### config.mk
export PLATFORM = sky130hd
export DESIGN_NAME = alu8_exec
export DESIGN_NICKNAME = d
export VERILOG_FILES = /design/src/rtl/alu8_pkg.sv /design/src/rtl/alu8_legal.sv /design/src/rtl/alu8_addsub.sv /design/src/rtl/alu8_bcd.sv /design/src/rtl/alu8_div.sv /design/src/rtl/alu8_exec.sv
export SDC_FILE = /design/constraint.sdc
export NUM_CORES = 1
export LEC_CHECK = 0
export ABC_AREA = 0
export BUFFER_PORTS_ARGS = -buffer_cell sky130_fd_sc_hd__buf_4
export CAP_MARGIN = 20
export CORE_ASPECT_RATIO = 0.9
export CORE_UTILIZATION = 30
export CTS_BUF_LIST = sky130_fd_sc_hd__clkbuf_8
export CTS_CLUSTER_DIAMETER = 120
export DETAILED_ROUTE_END_ITERATION = 7
export GPL_TIMING_DRIVEN = 0
export PLACE_DENSITY_LB_ADDON = 0.1
export SKIP_LAST_GASP = 1
export SLEW_MARGIN = 0
export SYNTH_ARGS = -nofsm -noshare
export SYNTH_HDL_FRONTEND = slang
export SYNTH_SLANG_ARGS = --single-unit
### constraint.sdc
create_clock -name clk -period 4.9 [get_ports clk]
set_clock_uncertainty 0.15 [all_clocks]
set_input_delay 0.245 -clock clk [delete_from_list [all_inputs] [get_ports clk]]
set_output_delay 0.245 -clock clk [all_outputs]
set_load 0.02 [all_outputs]
### src/rtl/alu8_pkg.sv
package alu8_pkg;

  typedef enum logic [3:0] {
    OP_ADD  = 4'd0,
    OP_SUB  = 4'd1,
    OP_ADDC = 4'd2,
    OP_SUBC = 4'd3,
    OP_INC  = 4'd4,
    OP_DEC  = 4'd5,
    OP_WADD = 4'd6,
    OP_WSUB = 4'd7,
    OP_DAA  = 4'd8,
    OP_DAS  = 4'd9,
    OP_MUL  = 4'd10,
    OP_DIV  = 4'd11,
    OP_CMP  = 4'd12,
    OP_NEG  = 4'd13
  } op_e;

  typedef struct packed {
    logic n;
    logic z;
    logic v;
    logic c;
    logic h;
  } flags_t;

endpackage

### src/rtl/alu8_legal.sv
module alu8_legal
  import alu8_pkg::*;
#(
  parameter int DW = 8
) (
  input  op_e           opc,
  input  logic          wsize,
  input  logic          use_imm,
  input  logic [DW-1:0] imm,
  output logic          ok
);

  localparam logic [DW-1:0] ONE = DW'(1);
  localparam logic [DW-1:0] TWO = DW'(2);

  always_comb begin
    case (opc)
      OP_ADD, OP_CMP: ok = !(wsize && use_imm);
      OP_SUB:         ok = !use_imm;
      OP_ADDC, OP_SUBC, OP_INC, OP_DEC,
      OP_DAA, OP_DAS, OP_NEG:
                      ok = !wsize;
      OP_WADD, OP_WSUB:
                      ok = use_imm && (imm == ONE || imm == TWO);
      OP_MUL, OP_DIV: ok = !use_imm;
      default:        ok = 1'b0;
    endcase
  end

endmodule

### src/rtl/alu8_addsub.sv
module alu8_addsub #(
  parameter int W = 8
) (
  input  logic [W-1:0] x,
  input  logic [W-1:0] y,
  input  logic         ci,
  input  logic         sub,
  output logic [W-1:0] r,
  output logic         c_o,
  output logic         h_o,
  output logic         v_o
);

  localparam int LOW = W - 4;

  logic [W:0]   full;
  logic [LOW:0] part;

  always_comb begin
    if (sub) begin
      full = {1'b0, x} - {1'b0, y} - {{W{1'b0}}, ci};
      part = {1'b0, x[LOW-1:0]} - {1'b0, y[LOW-1:0]} - {{LOW{1'b0}}, ci};
    end else begin
      full = {1'b0, x} + {1'b0, y} + {{W{1'b0}}, ci};
      part = {1'b0, x[LOW-1:0]} + {1'b0, y[LOW-1:0]} + {{LOW{1'b0}}, ci};
    end
    r   = full[W-1:0];
    c_o = full[W];
    h_o = part[LOW];
    if (sub) v_o = (x[W-1] != y[W-1]) && (full[W-1] != x[W-1]);
    else     v_o = (x[W-1] == y[W-1]) && (full[W-1] != x[W-1]);
  end

endmodule

### src/rtl/alu8_bcd.sv
module alu8_bcd #(
  parameter int DW = 8
) (
  input  logic [DW-1:0] v,
  input  logic          c_in,
  input  logic          h_in,
  input  logic          sub,
  output logic [DW-1:0] r,
  output logic          c_o
);

  logic          lo_fix;
  logic          hi_fix;
  logic [DW-1:0] adj;

  always_comb begin
    lo_fix = (v[3:0] > 4'd9) || h_in;
    hi_fix = (v > DW'(8'h99)) || c_in;
    adj    = {(hi_fix ? 4'h6 : 4'h0), (lo_fix ? 4'h6 : 4'h0)};
    r      = sub ? (v - adj) : (v + adj);
    c_o    = hi_fix;
  end

endmodule

### src/rtl/alu8_div.sv
module alu8_div #(
  parameter int DW = 8
) (
  input  logic            clk,
  input  logic            rst,
  input  logic            start,
  input  logic [2*DW-1:0] dvd,
  input  logic [DW-1:0]   dvs,
  output logic            busy,
  output logic            done,
  output logic            ovf,
  output logic [DW-1:0]   quo,
  output logic [DW-1:0]   rem
);

  localparam int CW = $clog2(DW + 1);

  logic [CW-1:0] cnt;
  logic [DW-1:0] dsr;
  logic [DW:0]   trial;
  logic [DW:0]   diff;
  logic          ge;

  assign trial = {rem, quo[DW-1]};
  assign ge    = trial >= {1'b0, dsr};
  assign diff  = trial - {1'b0, dsr};

  always_ff @(posedge clk) begin
    if (rst) begin
      busy <= 1'b0;
      done <= 1'b0;
      ovf  <= 1'b0;
      cnt  <= '0;
      dsr  <= '0;
      quo  <= '0;
      rem  <= '0;
    end else begin
      done <= 1'b0;
      if (start) begin
        dsr <= dvs;
        rem <= dvd[2*DW-1:DW];
        quo <= dvd[DW-1:0];
        if (dvd[2*DW-1:DW] >= dvs) begin
          ovf  <= 1'b1;
          done <= 1'b1;
        end else begin
          ovf  <= 1'b0;
          busy <= 1'b1;
          cnt  <= CW'(DW);
        end
      end else if (busy) begin
        rem <= ge ? diff[DW-1:0] : trial[DW-1:0];
        quo <= {quo[DW-2:0], ge};
        cnt <= cnt - 1'b1;
        if (cnt == CW'(1)) begin
          busy <= 1'b0;
          done <= 1'b1;
        end
      end
    end
  end

endmodule

### src/rtl/alu8_exec.sv
module alu8_exec
  import alu8_pkg::*;
#(
  parameter int DW = 8,
  parameter int WW = 2 * DW
) (
  input  logic          clk,
  input  logic          rst,
  input  logic          start,
  input  logic [3:0]    op,
  input  logic          wsize,
  input  logic          use_imm,
  input  logic [WW-1:0] rd,
  input  logic [WW-1:0] rs,
  input  logic [DW-1:0] imm,
  input  logic          c_in,
  input  logic          h_in,
  output logic [WW-1:0] result,
  output logic [4:0]    flags,
  output logic          err,
  output logic          done,
  output logic          busy
);

  op_e opc;
  assign opc = op_e'(op);

  logic          legal;
  logic          accept;
  logic [WW-1:0] res_q;
  flags_t        flg_q;
  logic          done_q;
  logic          err_q;

  // operand steering
  logic [DW-1:0] bx, by, br;
  logic          bci, bsub, bc, bh, bv;
  logic [WW-1:0] wx, wy, wr;
  logic          wsub, wc, wh, wv;
  logic [DW-1:0] dec_r;
  logic          dec_c;
  logic [WW-1:0] prod;

  logic          dv_busy, dv_done, dv_ovf;
  logic [DW-1:0] dv_quo, dv_rem;

  logic [WW-1:0] nxt_res;
  flags_t        nxt_flg;

  assign busy   = dv_busy | dv_done;
  assign accept = start & ~busy;

  alu8_legal #(.DW(DW)) u_legal (
    .opc     (opc),
    .wsize   (wsize),
    .use_imm (use_imm),
    .imm     (imm),
    .ok      (legal)
  );

  always_comb begin
    bx   = (opc == OP_NEG) ? '0 : rd[DW-1:0];
    if (opc == OP_NEG)                       by = rd[DW-1:0];
    else if (opc == OP_INC || opc == OP_DEC) by = DW'(1);
    else if (use_imm)                        by = imm;
    else                                     by = rs[DW-1:0];
    bci  = (opc == OP_ADDC || opc == OP_SUBC) ? c_in : 1'b0;
    bsub = (opc == OP_SUB) || (opc == OP_SUBC) || (opc == OP_DEC) ||
           (opc == OP_CMP) || (opc == OP_NEG);
    wx   = rd;
    wy   = (opc == OP_WADD || opc == OP_WSUB) ? {{DW{1'b0}}, imm} : rs;
    wsub = (opc == OP_SUB) || (opc == OP_CMP) || (opc == OP_WSUB);
  end

  alu8_addsub #(.W(DW)) u_add_byte (
    .x   (bx),
    .y   (by),
    .ci  (bci),
    .sub (bsub),
    .r   (br),
    .c_o (bc),
    .h_o (bh),
    .v_o (bv)
  );

  alu8_addsub #(.W(WW)) u_add_word (
    .x   (wx),
    .y   (wy),
    .ci  (1'b0),
    .sub (wsub),
    .r   (wr),
    .c_o (wc),
    .h_o (wh),
    .v_o (wv)
  );

  alu8_bcd #(.DW(DW)) u_bcd (
    .v    (rd[DW-1:0]),
    .c_in (c_in),
    .h_in (h_in),
    .sub  (opc == OP_DAS),
    .r    (dec_r),
    .c_o  (dec_c)
  );

  assign prod = {{DW{1'b0}}, rd[DW-1:0]} * {{DW{1'b0}}, rs[DW-1:0]};

  alu8_div #(.DW(DW)) u_div (
    .clk   (clk),
    .rst   (rst),
    .start (accept & legal & (opc == OP_DIV)),
    .dvd   (rd),
    .dvs   (rs[DW-1:0]),
    .busy  (dv_busy),
    .done  (dv_done),
    .ovf   (dv_ovf),
    .quo   (dv_quo),
    .rem   (dv_rem)
  );

  // next result and flags for single-cycle operations
  always_comb begin
    nxt_res = res_q;
    nxt_flg = flg_q;
    case (opc)
      OP_ADD, OP_SUB, OP_CMP: begin
        if (wsize) begin
          if (opc != OP_CMP) nxt_res = wr;
          nxt_flg = '{n: wr[WW-1], z: (wr == '0), v: wv, c: wc, h: wh};
        end else begin
          if (opc != OP_CMP) nxt_res = {{DW{1'b0}}, br};
          nxt_flg = '{n: br[DW-1], z: (br == '0), v: bv, c: bc, h: bh};
        end
      end
      OP_ADDC, OP_SUBC: begin
        nxt_res = {{DW{1'b0}}, br};
        nxt_flg = '{n: br[DW-1], z: (br == '0), v: bv, c: bc, h: bh};
      end
      OP_INC, OP_DEC: begin
        nxt_res   = {{DW{1'b0}}, br};
        nxt_flg.n = br[DW-1];
        nxt_flg.z = (br == '0);
        nxt_flg.v = bv;
      end
      OP_WADD, OP_WSUB: nxt_res = wr;
      OP_DAA, OP_DAS: begin
        nxt_res   = {{DW{1'b0}}, dec_r};
        nxt_flg.n = dec_r[DW-1];
        nxt_flg.z = (dec_r == '0);
        nxt_flg.c = dec_c;
      end
      OP_MUL: nxt_res = prod;
      OP_NEG: begin
        nxt_res   = {{DW{1'b0}}, br};
        nxt_flg.n = br[DW-1];
        nxt_flg.z = (br == '0);
        nxt_flg.v = bv;
        nxt_flg.c = bc;
      end
      default: ;
    endcase
  end

  always_ff @(posedge clk) begin
    if (rst) begin
      res_q  <= '0;
      flg_q  <= '0;
      done_q <= 1'b0;
      err_q  <= 1'b0;
    end else begin
      done_q <= 1'b0;
      err_q  <= 1'b0;
      if (accept) begin
        if (!legal) begin
          err_q  <= 1'b1;
          done_q <= 1'b1;
        end else if (opc != OP_DIV) begin
          res_q  <= nxt_res;
          flg_q  <= nxt_flg;
          done_q <= 1'b1;
        end
      end
      if (dv_done) begin
        done_q <= 1'b1;
        if (dv_ovf) begin
          flg_q.v <= 1'b1;
        end else begin
          res_q   <= {dv_quo, dv_rem};
          flg_q.n <= dv_quo[DW-1];
          flg_q.z <= (dv_quo == '0);
          flg_q.v <= 1'b0;
        end
      end
    end
  end

  assign result = res_q;
  assign flags  = flg_q;
  assign err    = err_q;
  assign done   = done_q;

endmodule

After elaboration in Yosys (flattened, before gate mapping):

Index checks and enable logic that the tools add are counted.

* flip-flop bits (word level): 54
* input bits: 51
* output and inout port bits: 24
* logic and storage cells: 171

* add/sub/neg operators: 16
* multiply operators: 1
* order comparisons: 4
* equality and inequality tests: 25
* multiplexer cells: 57
* bitwise gates (word level): 6
* reductions and logical operators: 47

Operators by type and width (number)
* 16-bit 2-to-1 mux: 9
* 8-bit 2-to-1 mux: 10
* 16-bit one-hot mux with 5 select lines: 1
* 5-bit 2-to-1 mux: 5
* 4-bit == test (second input constant): 6
* 8-bit logical NOT: 3
* 16-bit by 16-bit adder with 17-bit output: 1
* 1-bit 2-to-1 mux: 17
* 17-bit 2-to-1 mux: 1
* 16-bit by 16-bit subtractor with 17-bit output: 1
* 4-bit by 3-bit == test with 1-bit output (second input constant): 4
* 16-bit logical NOT: 1
* 8-bit by 8-bit multiplier with 16-bit output: 1
* 8-bit subtractor: 2
* 12-bit by 12-bit adder with 13-bit output: 1
* 13-bit 2-to-1 mux: 1
* 12-bit by 12-bit subtractor with 13-bit output: 1
* 1-bit logical OR: 12
* 4-bit 2-to-1 mux: 3
* 4-bit AND reduction: 3
* 2-bit nonzero test: 5
* 2-bit OR reduction: 5
* 8-bit by 8-bit adder with 9-bit output: 1
* 9-bit by 1-bit adder with 9-bit output: 1
* other kinds (38): 61

Depth between registers and ports, before layout:

* depth in word-level cells: 17
* depth in mapped cells: 20
* gate-level depth less buffers: 19

Modules after synthesis:

Synthesis repeated with hierarchy kept, for this count alone.

* cells, all modules: 1290
* area total of the unflattened synthesis: 9948.3 µm²

Modules (own cells, without submodules)
* alu8_exec: instances 1, cells an instance 555, area an instance 4394.2 µm², seq. area each 460.4 µm²
* alu8_div: instances 1, cells an instance 249, area an instance 2049.5 µm², seq. area each 620.6 µm²
* alu8_addsub at u_add_word: instances 1, cells an instance 289, area an instance 2034.5 µm², seq. area each 0.0 µm²
* alu8_addsub at u_add_byte: instances 1, cells an instance 133, area an instance 984.7 µm², seq. area each 0.0 µm²
* alu8_bcd: instances 1, cells an instance 52, area an instance 385.4 µm², seq. area each 0.0 µm²
* alu8_legal: instances 1, cells an instance 12, area an instance 100.1 µm², seq. area each 0.0 µm²

Least setup slack after synthesis:

No wires, ideal clock.

* path kind: input -> register
* from: in rs[7]
* to: reg res_q[14] (netlist: result[14])
* arrival time: 4443 ps
* data required time: 4664 ps
* slack: 222 ps
* cell stages on the path: 18
* path buffers: 1
* path through: clkbuf_1 > inv_1 > nor2_1 > fa_1 > fa_1 > fa_1 > inv_1 > fa_1 > inv_1 > ha_1 > nand2_1 > nand2_1 > a31o_2 > a41o_1 > o41a_1 > xor2_1 > nand2_1 > a211oi_1

* cells in the longest elaborated chain, start to end: 11
* elaborated cells between the ends (all ways): 13
* those cells by class: add/sub: 2; mul: 1; mux: 10

Ends and longest elaborated chain
* start: declaration: line alu8_exec.sv:14 `input logic [WW-1:0] rs,`
* branches (longest 5 deep; another with 8-bit by 8-bit multiplier with 16-bit output)
* 16-bit one-hot mux with 5 select lines *: line alu8_exec.sv:125 `case (opc)`
* 16-bit 2-to-1 mux *: line alu8_exec.sv:177 `end else if (opc != OP_DIV) begin`
* 16-bit 2-to-1 mux *: line alu8_exec.sv:174 `if (!legal) begin`
* 16-bit 2-to-1 mux *: line alu8_exec.sv:173 `if (accept) begin`
* 16-bit 2-to-1 mux: line alu8_exec.sv:185 `if (dv_ovf) begin`
* 16-bit 2-to-1 mux *: line alu8_exec.sv:183 `if (dv_done) begin`
* end signal: assignment: line alu8_exec.sv:178 `res_q <= nxt_res;`
* end signal: assignment: line alu8_exec.sv:188 `res_q <= {dv_quo, dv_rem};`
* end: declaration: line alu8_exec.sv:30 `logic [WW-1:0] res_q;`

Mark *: on every way between the ends.
A chain may end at the register's enable or synchronous reset.

Final worst setup path:

* from: in rd[5]
* to: reg res_q[15] (netlist: result[15])

* cells in the longest elaborated chain, start to end: 10
* elaborated cells between the ends (all ways): 12
* those cells by class: add/sub: 2; mul: 1; mux: 9

Ends and longest elaborated chain
* start: declaration: line alu8_exec.sv:13 `input logic [WW-1:0] rd,`
* branches (longest 4 deep; another with 8-bit by 8-bit multiplier with 16-bit output)
* 16-bit one-hot mux with 5 select lines *: line alu8_exec.sv:125
* 16-bit 2-to-1 mux *: line alu8_exec.sv:177
* 16-bit 2-to-1 mux *: line alu8_exec.sv:174
* 16-bit 2-to-1 mux *: line alu8_exec.sv:173
* 16-bit 2-to-1 mux: line alu8_exec.sv:185
* 16-bit 2-to-1 mux *: line alu8_exec.sv:183

Marks and branches as above.

==> qor.csv <==
stage,metric,value,unit
logic_synthesis,number of synthesized register bits,54,
floorplan,Std-Cell Rows,59,
timing,RSZ-0062 raised after global routing,true,
power,Leak Pwr,4.28,nW
timing,final worst path period share,96.3,%
timing,setup violators final,0,
global_routing,GRT overflow,0,
logic_synthesis,post-synthesis sequential area ratio,12.3,%
clocking,clock sink total,54,
place,Post-DP HPWL,28700,um
timing,"Hold Violations, Final",0,
place,Placed Area,9790,um2
global_routing,Global Route Usage Sum,23.7,%
timing,Final Max Tran Viols,0,
floorplan,Starting Density,30.5,%
place,port bufs,66,
logic_synthesis,Gate Count Post-Synth,1189,
final_layout,"most common cell after layout, fill and taps aside",nand2_1,
routing,DR WL/cell,21.0,um
min_path,hold_sp,rd[11],
final_layout,post-route cell area,10100,um2
routing,Pre-antenna DRT Iters,5,
power,worst vdd ir,116,uV
final_layout,share of layout cells above drive strength 1,12.0,%
logic_synthesis,Yosys warning total,0,
routing,drc violations,0,
setup_path,crit-path cells,buf_4 > clkbuf_8 > and2_1 > fa_1 > inv_1 > fa_1 > inv_1 > fa_1 > inv_1 > fa_1 > inv_1 > ha_4 > nand3_1 > o2111ai_2 > a21o_1 > a21o_1 > nand4_1 > mux2i_2 > o31ai_1 > o311ai_0,
routing,via count,9015,
setup_path,arrival time at the worst endpoint,4.78,ns
setup_path,Worst Path Max Fanout,10,
clocking,Max Buffers Root-to-Sink,2,
setup_path,crit start category,input pin,
setup_path,worst r2r src,u_div.dsr[1]$_SDFFE_PP0P_,
logic_synthesis,Post-synth top flop,dfxtp_1,
clocking,CTS Hold Bufs,0,
clocking,CTS tree,yes,
timing,Slew @ Worst Pin,0.970,ns
global_routing,largest net degree at the start of global routing,17,
setup_path,path type of the worst setup path,input pin to flip-flop,
logic_synthesis,Yosys cell types,79,
logic_synthesis,Post-Syn Area,8790,um2
setup_path,Critical Path RT,4.96,ns
routing,Post-DRT Antenna Nets,0,
logic_synthesis,Mean Syn Cell Area,7.40,um2
setup_path,Reg2Reg Depth,10,
min_path,Hold/Removal Path Class,input pin to flip-flop,
setup_path,FF-to-FF End,u_div.rem[3]$_SDFFE_PP0P_,
logic_synthesis,Synth Net Count,1381,
routing,Routed WL,34900,um
floorplan,Die X,182,um
clocking,level count of the clock H-tree,2,
clocking,clock edge transition at the registers on the reported setup and hold paths,0.12,ns
global_routing,initial antenna violation count,0,
min_path,Hold EP,u_div.rem[3]$_SDFFE_PP0P_,
final_layout,n_diodes,0,
logic_synthesis,"FFs w/ async S/R, synth",0,%
run,max_cap viols,0,
timing,Max Freq,0.212,GHz
outcome,status,completed,
power,Final Power,2.45,mW
floorplan,die height,164,um
clocking,CTS root buffer,clkbuf_8,
place,final RePlAce weighted congestion,0.903,
final_layout,area delta synth->final,14.7,%
floorplan,I/O pin count,75,
power,pwr/cell area,243,nW/um2
setup_path,FF-to-FF setup slack,1.83,ns
floorplan,die area,30000,um2
timing,minimum clock period,4.72,ns
clocking,Inserted Clock Buffers,5,
final_layout,# fillers,3182,
setup_path,Crit path buffers/inverters,6,
floorplan,core footprint,28900,um2
routing,Iter 0 DRT Violations,649,
timing,Rel. slew slack,34.6,%
setup_path,slowest CP cell,fa_1,
clocking,clock latency on the worst-skew pair,0.33,ns
setup_path,CP endpoint kind,flip-flop,
logic_synthesis,Post-synth EDFFs,0,
global_routing,first-pass GRT wire length,53400,um
routing,vias per cell,5.44,
final_layout,most frequent cells in the layout,"nand2_1, inv_1, nor2_1, ha_1, a21oi_1",
min_path,hold path cells,3,
final_layout,Final #Nets,1454,
setup_path,Slowest Stage Delay on Critical Path,0.54,ns
setup_path,Crit path max-delay family,adder cells,
global_routing,vias in the first global route,8692,
==> cell usage after synthesis, types with 9 or more instances <==
master    instances  share of area, %
nand2_1         124               5.3
inv_1           117               5.0
ha_1             99                14
nor2_1           95               4.1
a21oi_1          84               4.8
o21ai_0          68               3.9
dfxtp_1          54                12
and2_1           45               3.2
clkbuf_1         45               1.9
fa_1             42               9.6
xnor2_1          38               3.8
nor3_1           31               1.8
mux2i_1          25               2.8
nand3_1          23               1.3
xor2_1           20               2.0
a21o_1           19               1.6
or3_1            17               1.2
nor2b_1          16               1.1
a211oi_1         15               1.3
o21a_1           13               1.1
o31ai_1          13               1.1
a31oi_1          10              0.71
nand2b_1         10              0.71
a22o_1            9              0.90
nand4_1           9              0.64
==> worst register-to-register path, cell delays in order (launching register included) <==
cell and delay [ns]:
dfxtp_1 0.39, inv_1 0.06, ha_1 0.28, nor2b_1 0.13, o21a_1 0.18, o21a_1 0.20, o31a_1 0.31, o41ai_4 0.63
mux2i_1 0.23, a211o_1 0.33, a21oi_1 0.13
==> through the flow <==
stage	TNS [ns]	hold slack, ns	util [%]	setup slack (ns)	instances
detailed placement	-9.70	0.302	33.9	-1.34	1651
finish	0	0.0693	35.0	0.183	1658
global route	-0.0737	0.0710	35.0	-0.0737	1658
CTS	0	0.0532	34.5	0.00920	1657
global placement	-10.85	0.298	33.9	-1.43	1651
floorplan	0	0.231	-	0.222	1189
==> where the power goes <==
part / internal, mW / switching, mW
registers: 0.455 / 0.0185
clock network: 0.0994 / 0.160
logic: 0.673 / 1.05
==> kinds of logic (layout without fill, tap and decap cells) <==
| logic type | after synthesis | in the layout | synth area share (%) |
|---|---|---|---|
| simple gates | 414 | 414 | 23.1 |
| compound gates | 316 | 316 | 23.9 |
| buf+inv | 176 | 249 | 7.77 |
| fa+ha+maj | 141 | 141 | 23.6 |
| xor+xnor | 58 | 58 | 5.78 |
| flops | 54 | 54 | 12.3 |
| mux | 30 | 30 | 3.54 |
==> layout make-up <==
cell class	count	area (um2)	share of cell area, %
Clock inverter	2	13.8	0.136
Timing Repair Buffer	72	541	5.36
Buffer	51	240	2.38
Tap cell	396	495	4.91
Clock buffer	5	68.8	0.682
Sequential cell	54	1080	10.7
Inverter	119	460	4.56
Multi-Input combinational cell	959	7190	71.3
==> how the worst max path moves through the flow <==
stage | start | endpoint | depth (start not counted)
after detailed placement | op[1] | flags[2]$_SDFFE_PP0P_ | 18
after floorplan | rs[7] | result[14]$_SDFF_PP0_ | 18
final | rd[5] | result[15]$_SDFF_PP0_ | 20
after global placement | op[1] | flags[2]$_SDFFE_PP0P_ | 18
after global routing | rd[5] | result[15]$_SDFF_PP0_ | 20
after CTS | op[3] | flags[2]$_SDFFE_PP0P_ | 20
==> sequential cells by signal, summed over array words and instances (netlist names) <==
signal and flops:
flags 5, result 16, u_div.cnt 4, u_div.quo 8
u_div.busy 1, u_div.dsr 8, u_div.done 1, err 1
done 1, u_div.ovf 1, u_div.rem 8
==> repair_timing <==
action	4_1_cts	5_1_grt
setup buffers	1	5
resized for setup	32	31
hold endpoints to repair	0	0
pin swaps	1	13
setup endpoints to repair	11	10
==> routing by layer <==
layer | up-vias | wire (um) | global-route usage (%)
li1 | 4328 | - | -
met1 | 4387 | 17000 | 34.1
met2 | 276 | 15400 | 38.6
met3 | 24 | 1840 | 2.23
met4 | 0 | 569 | 3.82
met5 | - | 0 | 0
No activity file was read; power rests on OpenSTA's default activity.
